## src/rtl/codec_ctl_pkg.sv

```systemverilog
package codec_ctl_pkg;

   typedef enum logic [1:0] {
      PH_IDLE  = 2'd0,
      PH_SETUP = 2'd1,
      PH_LOW   = 2'd2,
      PH_HIGH  = 2'd3
   } cctl_phase_t;

   function automatic int cctl_max(input int a, input int b);
      return (a > b) ? a : b;
   endfunction

endpackage

```

## src/rtl/cctl_tick_timer.sv

```systemverilog
module cctl_tick_timer #(
   parameter int TW = 8
) (
   input  logic          clk,
   input  logic          rst_n,
   input  logic          load,
   input  logic [TW-1:0] load_val,
   output logic          expired
);
   logic [TW-1:0] cnt;

   always_ff @(posedge clk or negedge rst_n) begin
      if (!rst_n)
         cnt <= '0;
      else if (load)
         cnt <= load_val;
      else if (cnt != '0)
         cnt <= cnt - 1'b1;
   end

   assign expired = (cnt == '0);
endmodule

```

## src/rtl/cctl_bit_shifter.sv

```systemverilog
module cctl_bit_shifter #(
   parameter int NBITS     = 8,
   parameter bit LSB_FIRST = 1'b1
) (
   input  logic             clk,
   input  logic             rst_n,
   input  logic             capture,
   input  logic [NBITS-1:0] cap_byte,
   input  logic             advance,
   output logic             cur_bit,
   output logic             all_sent
);
   localparam int CW = $clog2(NBITS + 1);

   logic [NBITS-1:0] sr;
   logic [CW-1:0]    sent;

   generate
      if (LSB_FIRST) begin : g_lsb
         always_ff @(posedge clk or negedge rst_n) begin
            if (!rst_n)       sr <= '0;
            else if (capture) sr <= cap_byte;
            else if (advance) sr <= {1'b0, sr[NBITS-1:1]};
         end
         assign cur_bit = sr[0];
      end else begin : g_msb
         always_ff @(posedge clk or negedge rst_n) begin
            if (!rst_n)       sr <= '0;
            else if (capture) sr <= cap_byte;
            else if (advance) sr <= {sr[NBITS-2:0], 1'b0};
         end
         assign cur_bit = sr[NBITS-1];
      end
   endgenerate

   always_ff @(posedge clk or negedge rst_n) begin
      if (!rst_n)       sent <= '0;
      else if (capture) sent <= '0;
      else if (advance) sent <= sent + 1'b1;
   end

   assign all_sent = (sent == CW'(NBITS));
endmodule

```

## src/rtl/codec_ctl_ser.sv

```systemverilog
module codec_ctl_ser
   import codec_ctl_pkg::*;
#(
   parameter int NBITS         = 8,
   parameter int HALF_CYC      = 100,
   parameter int SETUP_CYC     = 20,
   parameter int CLK_PERIOD_NS = 10,
   parameter int MIN_SETUP_NS  = 190,
   parameter bit LSB_FIRST     = 1'b1
) (
   input  logic             clk,
   input  logic             rst_n,
   input  logic             start_i,
   input  logic [NBITS-1:0] byte_i,
   input  logic             mode_i,
   output logic             busy_o,
   output logic             done_o,
   output logic             bus_clk_o,
   output logic             bus_dat_o,
   output logic             bus_mode_o
);
   localparam int MAXC = cctl_max(HALF_CYC, SETUP_CYC);
   localparam int TW   = $clog2(MAXC + 1);
   localparam logic [TW-1:0] SETUP_LD = TW'(SETUP_CYC - 1);
   localparam logic [TW-1:0] HALF_LD  = TW'(HALF_CYC - 1);

   initial begin
      assert (NBITS >= 2) else $error("NBITS must be at least 2");
      assert (HALF_CYC >= 1) else $error("HALF_CYC must be at least 1");
      assert (SETUP_CYC >= 1) else $error("SETUP_CYC must be at least 1");
      assert (SETUP_CYC * CLK_PERIOD_NS >= MIN_SETUP_NS)
         else $error("SETUP_CYC too short for the mode setup time");
   end

   cctl_phase_t   phase;
   logic          t_expired;
   logic          t_load;
   logic [TW-1:0] t_val;
   logic          accept;
   logic          shift_adv;
   logic          cur_bit;
   logic          all_sent;

   assign accept    = (phase == PH_IDLE) && start_i;
   assign shift_adv = (phase == PH_LOW) && t_expired;

   always_comb begin
      t_load = 1'b0;
      t_val  = HALF_LD;
      unique case (phase)
         PH_IDLE:  begin t_load = start_i; t_val = SETUP_LD; end
         PH_SETUP: t_load = t_expired;
         PH_LOW:   t_load = t_expired;
         PH_HIGH:  t_load = t_expired && !all_sent;
      endcase
   end

   cctl_tick_timer #(.TW(TW)) u_timer (
      .clk      (clk),
      .rst_n    (rst_n),
      .load     (t_load),
      .load_val (t_val),
      .expired  (t_expired)
   );

   cctl_bit_shifter #(.NBITS(NBITS), .LSB_FIRST(LSB_FIRST)) u_shift (
      .clk      (clk),
      .rst_n    (rst_n),
      .capture  (accept),
      .cap_byte (byte_i),
      .advance  (shift_adv),
      .cur_bit  (cur_bit),
      .all_sent (all_sent)
   );

   always_ff @(posedge clk or negedge rst_n) begin
      if (!rst_n) begin
         phase      <= PH_IDLE;
         busy_o     <= 1'b0;
         done_o     <= 1'b0;
         bus_clk_o  <= 1'b1;
         bus_dat_o  <= 1'b0;
         bus_mode_o <= 1'b1;
      end else begin
         done_o <= 1'b0;
         unique case (phase)
            PH_IDLE: if (start_i) begin
               phase      <= PH_SETUP;
               busy_o     <= 1'b1;
               bus_mode_o <= mode_i;
            end
            PH_SETUP: if (t_expired) begin
               phase     <= PH_LOW;
               bus_clk_o <= 1'b0;
               bus_dat_o <= cur_bit;
            end
            PH_LOW: if (t_expired) begin
               phase     <= PH_HIGH;
               bus_clk_o <= 1'b1;
            end
            PH_HIGH: if (t_expired) begin
               if (all_sent) begin
                  phase      <= PH_IDLE;
                  busy_o     <= 1'b0;
                  done_o     <= 1'b1;
                  bus_dat_o  <= 1'b0;
                  bus_mode_o <= 1'b1;
               end else begin
                  phase     <= PH_LOW;
                  bus_clk_o <= 1'b0;
                  bus_dat_o <= cur_bit;
               end
            end
         endcase
      end
   end
endmodule

```

## config.mk

```make
export PLATFORM = sky130hd
export DESIGN_NAME = codec_ctl_ser
export DESIGN_NICKNAME = d
export VERILOG_FILES = /design/src/rtl/codec_ctl_pkg.sv /design/src/rtl/cctl_tick_timer.sv /design/src/rtl/cctl_bit_shifter.sv /design/src/rtl/codec_ctl_ser.sv
export SDC_FILE = /design/constraint.sdc
export NUM_CORES = 1
export LEC_CHECK = 0
export ABC_CLOCK_PERIOD_IN_PS = 5650
export BUFFER_PORTS_ARGS = -buffer_cell sky130_fd_sc_hd__buf_2
export CAP_MARGIN = 20
export CORE_MARGIN = 3
export CORE_UTILIZATION = 25
export CTS_CLUSTER_DIAMETER = 50
export DETAILED_ROUTE_END_ITERATION = 12
export PLACE_DENSITY = 0.43
export SETUP_SLACK_MARGIN = 0.15
export SKIP_LAST_GASP = 1
export SYNTH_ARGS = -nofsm -noshare
export SYNTH_HDL_FRONTEND = slang
export SYNTH_HIERARCHICAL = 1
export SYNTH_SLANG_ARGS = --single-unit
export TNS_END_PERCENT = 100
```

## constraint.sdc

```tcl
create_clock -name clk -period 5.65 [get_ports clk]
set_clock_uncertainty 0.15 [all_clocks]
set_input_delay 0.565 -clock clk [delete_from_list [all_inputs] [get_ports clk]]
set_output_delay 0.565 -clock clk [all_outputs]
set_load 0.02 [all_outputs]
```

==> summary.txt, run 1 <==
Run status
  – Outcome: completed

STA
  – Worst-margin pin slew: 0.682 ns
  – Slew Viols, Final: 0
  – Setup_tns: 0 ns
  – Fin. Hold Viols: 0
  – Fmax: 347 MHz
  – RSZ-0062 raised after global routing: no
  – Final min period: 2.88 ns
  – Slew Limit Headroom: 54.5%
  – Final setup viols: 0
  – Fin crit share: 51.0%

Die
  – Core area: 5680 µm²
  – Row cnt: 27
  – I/O pin count: 17
  – Initial core utilization: 26.6%
  – Die Wd: 83.7 µm
  – Die Ht: 83.7 µm
  – Full die area: 7000 µm²

Power
  – Clock network power share: 17.5%
  – Power density cells: 508 nW/µm²
  – Switch Pwr: 0.334 mW
  – Sequential share of power: 39.0%
  – Comb pwr share: 43.5%
  – P_int: 0.544 mW
  – Pleak: 0.751 nW
  – Max VDD drop: 144 µV
  – Sw Share: 38.0%

Clock network
  – CTS hold repair buffers: 0
  – Worst-Skew Late Latency: 0.27 ns
  – Clk slew on worst S/H paths: 0.09 ns
  – H-tree depth: 1
  – TritonCTS sink count: 26
  – Clock tree from TritonCTS: yes
  – Clock root buffer: clkbuf_8
  – Clk buf depth: 2
  – Setup Buffers After CTS: 0
  – Total CTS buffers: 3
  – PostCTS Resize Cnt: 0

Global routing
  – Vias in the first global route: 1062
  – All-layer global routing usage: 8.52%
  – Global-route wire length before repair: 4930 µm
  – Grt ovf: 0
  – Largest net degree at the start of global routing: 27
  – Antenna violations before repair: 0

Detailed routing
  – Metal3 WL: 92 µm
  – DR pass1 iterations: 4
  – Number of vias per cell: 4.58
  – Remaining DRCs: 0
  – Post-DRT Antenna Nets: 0
  – Per-cell routed wire length: 11.9 µm
  – Metal-1 WL: 1370 µm
  – Detailed Route WL: 2810 µm
  – Routed vias: 1086
  – Max layer used: met4
  – Initial DRC Count: 26
  – Met2 WL: 1320 µm

Worst setup path
  – Reg2reg end: u_shift/sent[3]
  – End of the critical path: u_shift/sent[3]
  – CP Max Fanout: 13
  – WP data arrival: 2.89 ns
  – CP required: 5.66 ns
  – Critical path startpoint category: register
  – R2R depth: 5
  – Crit path from: u_timer/cnt[3]
  – Critical Setup Path Class: reg -> reg
  – FF-to-FF Start: u_timer/cnt[3]
  – CP Capture Type: register
  – Slack of the worst reg-to-reg path: 2.77 ns

Logic synthesis
  – Syn Std Cell Area: 1510 µm²
  – Ys async rst share: 100%
  – Top cell type's share of synthesized area: 39.8%
  – Dominant cell type by area after synthesis: dfrtp_1
  – Post-synth EDFFs: 0
  – Netlist cell types: 47
  – Area contributors post-synth: dfrtp_1 40%, ha_1 9.1%, mux2i_1 7.3%
  – Yosys warns: 6
  – Main synth FF type: dfrtp_1
  – Synthesis-stage register bit count: 26
  – Mapped Avg Cell Area: 10.3 µm²
  – Mapped Cells: 147
  – Seq/Total Area, Yosys: 43.3%

Placed design
  – I/O Buffers: 16
  – GPL Wtd Cong: 0.780
  – Dpl hpwl: 2100 µm

Worst hold path
  – Hold crit path type: in -> async

Finish
  – Layout cells sized above 1: 17.6%
  – Final core utilization: 30.5%
  – Ant diodes: 0
  – Syn-to-layout area delta: 14.7%
  – Nets: 189

Run
  – Max-cap violations: 0
-- cells in the final DEF, fill, tap and decap left out, types with 3 or more instances in the layout --
master	n
clkbuf_8	3
conb_1	4
a21oi_1	3
nor2b_1	5
nand2_1	16
o21ai_1	7
nand2b_1	5
xnor2_1	3
buf_2	16
mux2i_1	11
o31ai_1	4
o21ai_0	5
inv_1	8
dfrtp_1	24
nor2_1	6
ha_1	11
-- cell usage after synthesis (all sizes together), types with 2 or more instances --
cell,n
a21oi,3
nor2b,5
a21boi,2
ha,11
nor3,3
or4,2
mux2i,11
xnor2,3
nand2,16
o211ai,2
mux2,2
nor2,6
nand2b,5
buf,3
o31ai,4
and2,2
o21ai,12
dfrtp,24
dfstp,2
nor4,2
conb,2
inv,8
-- registers in the layout, summed over array words and instances, names as in the netlist --
register and cells:
u_shift/sent 4, done_o 1, u_shift/sr 8, busy_o 1
bus_dat_o 1, u_timer/cnt 7, bus_clk_o 1, phase 2
bus_mode_o 1
-- power groups by stage --
stage	logic (mW)	registers [mW]	clock network [mW]
3_3_place_gp	0.387	0.342	0
2_1_floorplan	0.295	0.346	0
3_5_place_dp	0.387	0.345	0
6_report	0.382	0.342	0.154
5_1_grt	0.434	0.353	0.168
4_1_cts	0.387	0.342	0.161
-- metrics by stage --
stage | instance area, µm² | hold WS [ns] | std cells | total power, mW | worst slack [ns]
floorplan | 1520 | 0.119 | 149 | 0.641 | 3.34
global placement | 1660 | 0.332 | 233 | 0.729 | 2.82
detailed placement | 1660 | 0.339 | 233 | 0.732 | 2.74
CTS | 1730 | 0.158 | 237 | 0.889 | 2.74
global route | 1730 | 0.179 | 237 | 0.956 | 2.55
finish | 1730 | 0.140 | 237 | 0.878 | 2.77
-- cells by family after synthesis --
family / count (synthesis) / synth area share (%)
simple gates: 47 / 17.8
flops: 26 / 43.3
fa+ha+maj: 11 / 9.13
mux: 13 / 9.05
buf+inv: 12 / 3.82
xor+xnor: 3 / 1.74
other cells: 2 / 0.498
compound gates: 33 / 14.6
-- worst min-delay path by stage --
stage	from	endpoint	slack, ns	cells past startpoint
after floorplan	rst_n	bus_dat_o	0.12	0
after global placement	bus_dat_o	bus_dat_o	0.33	2
after detailed placement	bus_dat_o	bus_dat_o	0.34	2
after CTS	rst_n	busy_o	0.16	1
after global routing	rst_n	busy_o	0.18	1
final	rst_n	busy_o	0.14	1
-- layout make-up --
type	count	area [µm²]
fillers	616	3950
multi-input cells	111	805
flip-flops and latches	26	653
well taps	72	90.1
repair buffers	16	80.1
clock buffers	3	41.3
clock inverters	1	30.0
inverters	8	30.0
-- routing by layer --
layer	GRT usage [%]	up-vias
met2	13.7	13
met5	0	-
li1	-	546
met3	2.57	4
met1	10.9	523
met4	2.63	0
-- critical path, stage by stage (launching register included) --
cell and delay [ns]:
dfrtp_1 0.43, or4_4 0.58, nor2_1 0.48, and2_1 0.62
nand4_1 0.18, mux2_1 0.33
No activity file was read; power rests on OpenSTA's default activity.
==> inputs of run 2 (changes only) <==
--- a/config.mk
+++ b/config.mk
@@ -5,7 +5,8 @@
 export SDC_FILE = /design/constraint.sdc
 export NUM_CORES = 1
 export LEC_CHECK = 0
-export ABC_CLOCK_PERIOD_IN_PS = 5650
+export ABC_AREA = 1
+export ABC_CLOCK_PERIOD_IN_PS = 2850
 export BUFFER_PORTS_ARGS = -buffer_cell sky130_fd_sc_hd__buf_2
 export CAP_MARGIN = 20
 export CORE_MARGIN = 3
==> constraint.sdc (replaced) <==
create_clock -name clk -period 2.85 [get_ports clk]
set_clock_uncertainty 0.15 [all_clocks]
set_input_delay 0.285 -clock clk [delete_from_list [all_inputs] [get_ports clk]]
set_output_delay 0.285 -clock clk [all_outputs]
set_load 0.02 [all_outputs]
==> run 2 against run 1 <==
Net effect: synthesized cell count up 33%; setup slack got worse by 2.0 ns; sequential power rose by 88%; flip-flop and latch count unchanged; worst hold slack got worse by 0.061 ns; clock power is 100% higher.
==> summary.txt, run 2 <==
Detailed routing
  – Post-DRT Antenna Nets: 0 (unchanged)
  – DR pass1 iterations: 4 (unchanged)
  – Number of vias per cell: 4.17 (-9.1%)
  – Detailed Route WL: 3190 µm (+14%)
  – Initial DRC Count: 55 (+110%)
  – Remaining DRCs: 0 (unchanged)
  – Routed vias: 1221 (+12%)
  – Per-cell routed wire length: 10.9 µm (-8.1%)

Logic synthesis
  – Netlist cell types: 30 (-36%)
  – Dominant cell type by area after synthesis: dfrtp_1
  – Syn Std Cell Area: 1580 µm² (+4.9%)
  – Yosys warns: 6 (unchanged)
  – Synthesis-stage register bit count: 26 (unchanged)
  – Most common cell in the synthesized netlist: nand2_1
  – Ys async rst share: 100% (unchanged)
  – Post-synth EDFFs: 0 (unchanged)
  – Commonest cells post-synth: 62 x nand2_1, 24 x dfrtp_1, 24 x inv_1
  – Area contributors post-synth: dfrtp_1 38%, nand2_1 15%, ha_1 8.7%
  – Seq/Total Area, Yosys: 41.3% (-2.0 points)
  – Top cell type's share of synthesized area: 38.0% (-1.9 points)
  – Mapped Cells: 196 (+33%)
  – Mapped Avg Cell Area: 8.07 µm² (-21%)
  – Main synth FF type: dfrtp_1

Finish
  – Syn-to-layout area delta: 16.1%
  – Max reg flops: 8 (unchanged)
  – Design Area, Final: 1840 µm² (+6.2%)
  – Reg area: 653 µm² (unchanged)
  – Fill cells: 663 (+7.6%)
  – Ant diodes: 0 (unchanged)
  – Multi-input logic area: 815 µm² (+1.2%)
  – Top Registers: u_shift/sr (8), u_timer/cnt (7), u_shift/sent (4)
  – Largest Register: u_shift/sr
  – Layout cells sized above 1: 19.7% (+2.1 points)
  – Nets: 242 (+28%)
  – Most frequent cells in the layout: 62 x nand2_1, 24 x inv_1, 24 x dfrtp_1
  – Commonest non-fill, non-tap cell in the layout: nand2_1

STA
  – Fin. Hold Viols: 0 (unchanged)
  – Final min period: 2.08 ns (-0.801 ns)
  – Setup_tns: 0 ns (unchanged)
  – Fin crit share: 72.9% (+22 points)
  – Final setup viols: 0 (unchanged)
  – RSZ-0062 raised after global routing: no
  – Fmax: 481 MHz (+39%)
  – Slew Limit Headroom: 58.8% (+4.2 points)
  – Worst-margin pin slew: 0.619 ns (-0.0631 ns)
  – Slew Viols, Final: 0 (unchanged)

Clock network
  – Clock root buffer: clkbuf_8
  – Clk slew on worst S/H paths: 0.10 ns (about the same)
  – Total CTS buffers: 3 (unchanged)
  – TritonCTS sink count: 26 (unchanged)
  – PostCTS Resize Cnt: 0 (unchanged)
  – Clk buf depth: 2 (unchanged)
  – H-tree depth: 1 (unchanged)
  – Clock tree from TritonCTS: yes
  – Worst-Skew Late Latency: 0.27 ns (about the same)

Die
  – Full die area: 7320 µm² (+4.5%)
  – Die Ht: 85.5 µm (+2.2%)
  – I/O pin count: 17 (unchanged)
  – Initial core utilization: 26.2% (-0.32 points)
  – Core area: 6030 µm² (+6.2%)
  – Die Wd: 85.5 µm (+2.2%)
  – Row cnt: 28 (+3.7%)

Worst setup path
  – CP required: 2.90 ns (-2.76 ns)
  – End of the critical path: u_timer/cnt[2]
  – CP Max Fanout: 11 (-2)
  – Reg2reg end: u_timer/cnt[2]
  – Critical path startpoint category: register
  – Crit path from: u_shift/sent[0]
  – R2R depth: 11 (+6)
  – Slack of the worst reg-to-reg path: 0.77 ns (-2.00 ns)
  – CP Capture Type: register
  – Critical Setup Path Class: reg -> reg
  – FF-to-FF Start: u_shift/sent[0]
  – WP data arrival: 2.13 ns (-0.76 ns)

Run
  – Max-cap violations: 0 (unchanged)

Power
  – Pleak: 0.970 nW (+29%)
  – Max VDD drop: 322 µV (+120%)
  – Power density cells: 1010 nW/µm² (+99%)

Global routing
  – Grt ovf: 0 (unchanged)
  – Largest net degree at the start of global routing: 27 (unchanged)
  – Global-route wire length before repair: 5410 µm (+9.6%)
  – All-layer global routing usage: 9.32% (+0.80 points)
  – Vias in the first global route: 1168 (+10%)
  – Antenna violations before repair: 0 (unchanged)

Placed design
  – I/O Buffers: 16 (unchanged)
  – GPL Wtd Cong: 0.780 (about the same)
  – Area after DPL: 1750 µm² (+5.8%)
  – Dpl hpwl: 2410 µm (+14%)

Run status
  – Outcome: completed

Worst hold path
  – Hold crit path type: in -> reg
[run 2: power breakdown]
group	switching, mW	total, mW	internal [mW]
sequential	0.110	0.642	0.532
combinational	0.564	0.904	0.340
clock	0.124	0.312	0.188
[run 2: worst min-delay path by stage]
stage	depth (start not counted)	from	slack, ns	to
CTS	3	byte_i[6]	0.07	u_shift/sr[6]
finish	3	byte_i[0]	0.08	u_shift/sr[0]
detailed placement	1	rst_n	0.19	u_timer/cnt[2]
global route	3	byte_i[6]	0.08	u_shift/sr[6]
floorplan	0	rst_n	-0.16	bus_dat_o
global placement	1	rst_n	0.20	u_timer/cnt[2]
[run 2: cells by family after synthesis]
group	share of synthesized area, %
compound gates	9.89
xor+xnor	1.66
fa+ha+maj	8.70
buf+inv	7.67
flops	41.3
other cells	0.475
simple gates	30.3
[run 2: layer usage]
layer / part of all wire (%) / global-route usage, % / routed length (µm)
met1: 49 / 11.9 / 1560
met2: 47 / 15.7 / 1490
met3: 3.9 / 2.79 / 123
met4: 0.63 / 1.73 / 20
met5: 0 / 0 / 0
[run 2: timing repair]
item,CTS,global route
buffers inserted,0,0
hold buffers,1,0
setup endpoints to repair,0,0
hold endpoints to repair,24,0
[run 2: layout make-up]
class / count / area share [%]
flip-flops and latches: 26 / 35.6
repair buffers: 18 / 5.32
multi-input cells: 142 / 44.4
clock inverters: 1 / 1.64
well taps: 75 / 5.11
inverters: 28 / 5.73
clock buffers: 3 / 2.25
[run 2: worst max-delay path, stage by stage, from the launching register on]
cell     delay, ns
dfrtp_1       0.40
inv_1         0.16
ha_1          0.17
nand2_1       0.05
nor2_1        0.20
inv_1         0.08
a21oi_1       0.15
o21ai_0       0.09
buf_4         0.18
inv_1         0.11
o21ai_0       0.10
o21ai_0       0.15
[run 2: metrics by stage]
step	instances	power (mW)	hold slack, ns	util, %	setup WS (ns)
final	293	1.86	0.0783	30.5	0.771
after global routing	293	2.06	0.0808	30.5	0.506
after CTS	293	1.89	0.0729	30.5	0.739
after detailed placement	288	1.56	0.193	29.1	0.764
after global placement	288	1.56	0.198	29.1	0.747
after floorplan	198	1.36	-0.161	-	1.02
==> inputs of run 3 (changes only) <==
--- a/config.mk
+++ b/config.mk
@@ -5,15 +5,15 @@
 export SDC_FILE = /design/constraint.sdc
 export NUM_CORES = 1
 export LEC_CHECK = 0
-export ABC_AREA = 1
-export ABC_CLOCK_PERIOD_IN_PS = 2850
+export ABC_AREA = 0
+export ABC_CLOCK_PERIOD_IN_PS = 1800
 export BUFFER_PORTS_ARGS = -buffer_cell sky130_fd_sc_hd__buf_2
 export CAP_MARGIN = 20
 export CORE_MARGIN = 3
 export CORE_UTILIZATION = 25
 export CTS_CLUSTER_DIAMETER = 50
 export DETAILED_ROUTE_END_ITERATION = 12
-export PLACE_DENSITY = 0.43
+export PLACE_DENSITY = 0.44
 export SETUP_SLACK_MARGIN = 0.15
 export SKIP_LAST_GASP = 1
 export SYNTH_ARGS = -nofsm -noshare
==> constraint.sdc (replaced) <==
create_clock -name clk -period 1.8 [get_ports clk]
set_clock_uncertainty 0.15 [all_clocks]
set_input_delay 0.18 -clock clk [delete_from_list [all_inputs] [get_ports clk]]
set_output_delay 0.18 -clock clk [all_outputs]
set_load 0.02 [all_outputs]
==> run 3 against run 2 <==
Net effect: the flow now finishes with violations (negative setup slack); global-route usage grew 0.44 points; clock power grew 57%; core utilization grew 8.6 points; final cell count shrank 2.7%; total power grew 84%; worst hold slack gained 0.026 ns; count of clock-buffer cells in the layout is the same; setup slack lost 0.95 ns; sequential power grew 59%; die area shrank 4.3%.
==> summary.txt, run 3 (same netlist as run 1, synthesis figures left out) <==
Run status
  – Outcome: finished, violations left
  – Failing checks: negative setup slack

Worst setup path
  – FF-to-FF Start: u_timer/cnt[5]
  – Crit-path cells: or4_4, nor2_4, and2_4, nand4_1, mux2_4
  – Slack of the worst reg-to-reg path: -0.18 ns (-0.95 ns)
  – Crit path from: u_timer/cnt[5]
  – CP required: 1.81 ns (-1.09 ns)
  – Reg2reg end: u_shift/sent[3]
  – R2R depth: 5 (-6)
  – Critical path startpoint category: register
  – Critical Setup Path Class: reg -> reg
  – Slowest stage delay, CP: 0.56 ns (+0.16 ns)
  – CP Capture Type: register
  – End of the critical path: u_shift/sent[3]
  – CP Max Fanout: 5 (-6)
  – CP max-delay cell: or4_4
  – WP data arrival: 1.99 ns (-0.14 ns)

Finish
  – Top Registers: u_shift/sr (8), u_timer/cnt (7), u_shift/sent (4)
  – Syn-to-layout area delta: 47.1%
  – Layout cells sized above 1: 39.9% (+20 points)
  – Largest Register: u_shift/sr
  – Nets: 237 (-2.1%)
  – Commonest non-fill, non-tap cell in the layout: buf_4
  – Post-layout instance count excluding filler cells: 285 (-2.7%)
  – Max reg flops: 8 (unchanged)
  – Ant diodes: 0 (unchanged)
  – Most frequent cells in the layout: 34 x buf_4, 24 x dfrtp_1, 16 x buf_2

Global routing
  – Busiest grt layer: met2
  – Global-route wire length before repair: 5690 µm (+5.2%)
  – Met3 GRT Util: 2.76% (-0.022 points)
  – Antenna violations before repair: 0 (unchanged)
  – Grt ovf: 0 (unchanged)
  – Largest net degree at the start of global routing: 27 (unchanged)
  – Vias in the first global route: 1278 (+9.4%)
  – M1 GR Usage: 12.1% (+0.22 points)
  – All-layer global routing usage: 9.77% (+0.44 points)
  – Grt met2 use: 17.2% (+1.5 points)

Placed design
  – Dpl hpwl: 2440 µm (+1.5%)
  – Placed insts: 267 (-7.3%)
  – GPL Wtd Cong: 0.789 (+1.1%)
  – Pre-CTS setup slack: -0.142 ns (-0.906 ns)
  – I/O Buffers: 16 (unchanged)

STA
  – Final setup viols: 22 (+22)
  – Fin. Hold Viols: 0 (unchanged)
  – RSZ-0062 raised after global routing: yes
  – Slew Limit Headroom: 58.0% (-0.78 points)
  – Slew Viols, Final: 0 (unchanged)
  – Fmax: 505 MHz (+4.9%)
  – Final min period: 1.98 ns (-0.0973 ns)
  – Worst-margin pin slew: 0.631 ns (+0.0118 ns)
  – Fin crit share: 110% (+37 points)
  – Fin worst setup slack: -0.182 ns (-0.953 ns)

Detailed routing
  – Initial DRC Count: 36 (-35%)
  – Number of vias per cell: 4.38 (+5.1%)
  – Detailed Route WL: 3450 µm (+8.0%)
  – Post-DRT Antenna Nets: 0 (unchanged)
  – DR pass1 iterations: 4 (unchanged)
  – Per-cell routed wire length: 12.1 µm (+11%)
  – Remaining DRCs: 0 (unchanged)
  – Routed vias: 1248 (+2.2%)

Power
  – Power Total: 3.41 mW (+84%)
  – Power density cells: 1540 nW/µm² (+52%)
  – Max VDD drop: 611 µV (+90%)
  – Pleak: 1.01 nW (+4.0%)

Die
  – Die Wd: 83.7 µm (-2.2%)
  – Full die area: 7000 µm² (-4.3%)
  – Row cnt: 27 (-3.6%)
  – Core area: 5680 µm² (-5.8%)
  – Die Ht: 83.7 µm (-2.2%)
  – Initial core utilization: 26.6% (+0.32 points)
  – I/O pin count: 17 (unchanged)

Clock network
  – H-tree depth: 1 (unchanged)
  – Clk slew on worst S/H paths: 0.10 ns (about the same)
  – Worst-Skew Late Latency: 0.27 ns (about the same)
  – Clk buf depth: 2 (unchanged)
  – Clock tree from TritonCTS: yes
  – Clock root buffer: clkbuf_8
  – Total CTS buffers: 3 (unchanged)
  – TritonCTS sink count: 26 (unchanged)

Run
  – Max-cap violations: 0 (unchanged)

Worst hold path
  – Hold crit path type: in -> reg
run 3: changes by cell type in the layout (fill, tap and decap cells not counted), sizes merged, moves of 4 or more:
cell,change
buf,+37
dlygate4sd3,+8
inv,-20
mux2i,+11
nand2,-50
nand2b,+5
nand3,-9
nor2,-13
nor2b,+5
o31ai,+4
run 3: power breakdown:
group          total, mW  leakage (nW)  switching (mW)  internal [mW]
sequential          1.02         0.318           0.161          0.856
clock              0.491        0.0357           0.193          0.298
combinational       1.90         0.655           0.873           1.03
run 3: worst max-delay path: cells and delay by family (launching register included):
family	cells	cell delay [ns]
DFF	1	0.39
and+or+nand+nor	4	1.02
muxes	1	0.31
run 3: worst min path at each step:
stage               cells after the start   start          to
CTS                                     3  mode_i  bus_mode_o
global route                            3  mode_i  bus_mode_o
finish                                  3  mode_i  bus_mode_o
global placement                        1   rst_n    phase[1]
floorplan                               0   rst_n   bus_dat_o
detailed placement                      1   rst_n    phase[1]
run 3: through the flow:
stage | hold WS, ns | area [µm²] | utilization, % | TNS, ns
final | 0.104 | 2220 | 39.1 | -2.30
after global routing | 0.0934 | 2220 | 39.1 | -4.38
after CTS | 0.0965 | 2110 | 37.2 | -2.62
after detailed placement | 0.0903 | 1940 | 34.2 | -2.03
after global placement | 0.0746 | 1940 | 34.2 | -1.55
after floorplan | -0.266 | 1540 | - | -2.19
run 3: what timing repair did:
action,in CTS,in global routing
resized for setup,1,17
cloned,0,1
hold buffers,9,0
setup buffers,1,3
endpoints found under the hold margin,32,0
pin swaps,2,8
setup endpoints to repair,25,26
run 3: area by class of cell:
type | instances | area (µm²)
Multi-Input combinational cell | 111 | 870
Inverter | 8 | 30.0
Tap cell | 72 | 90.1
Fill cell | 582 | 3460
Timing Repair Buffer | 64 | 504
Clock buffer | 3 | 41.3
Clock inverter | 1 | 30.0
Sequential cell | 26 | 653
run 3: layer usage:
layer | vias to the layer above | wire [µm] | share of wire [%]
li1 | 641 | - | -
met1 | 590 | 1600 | 46
met2 | 15 | 1740 | 50
met3 | 2 | 89 | 2.6
met4 | 0 | 19 | 0.55
met5 | - | 0 | 0
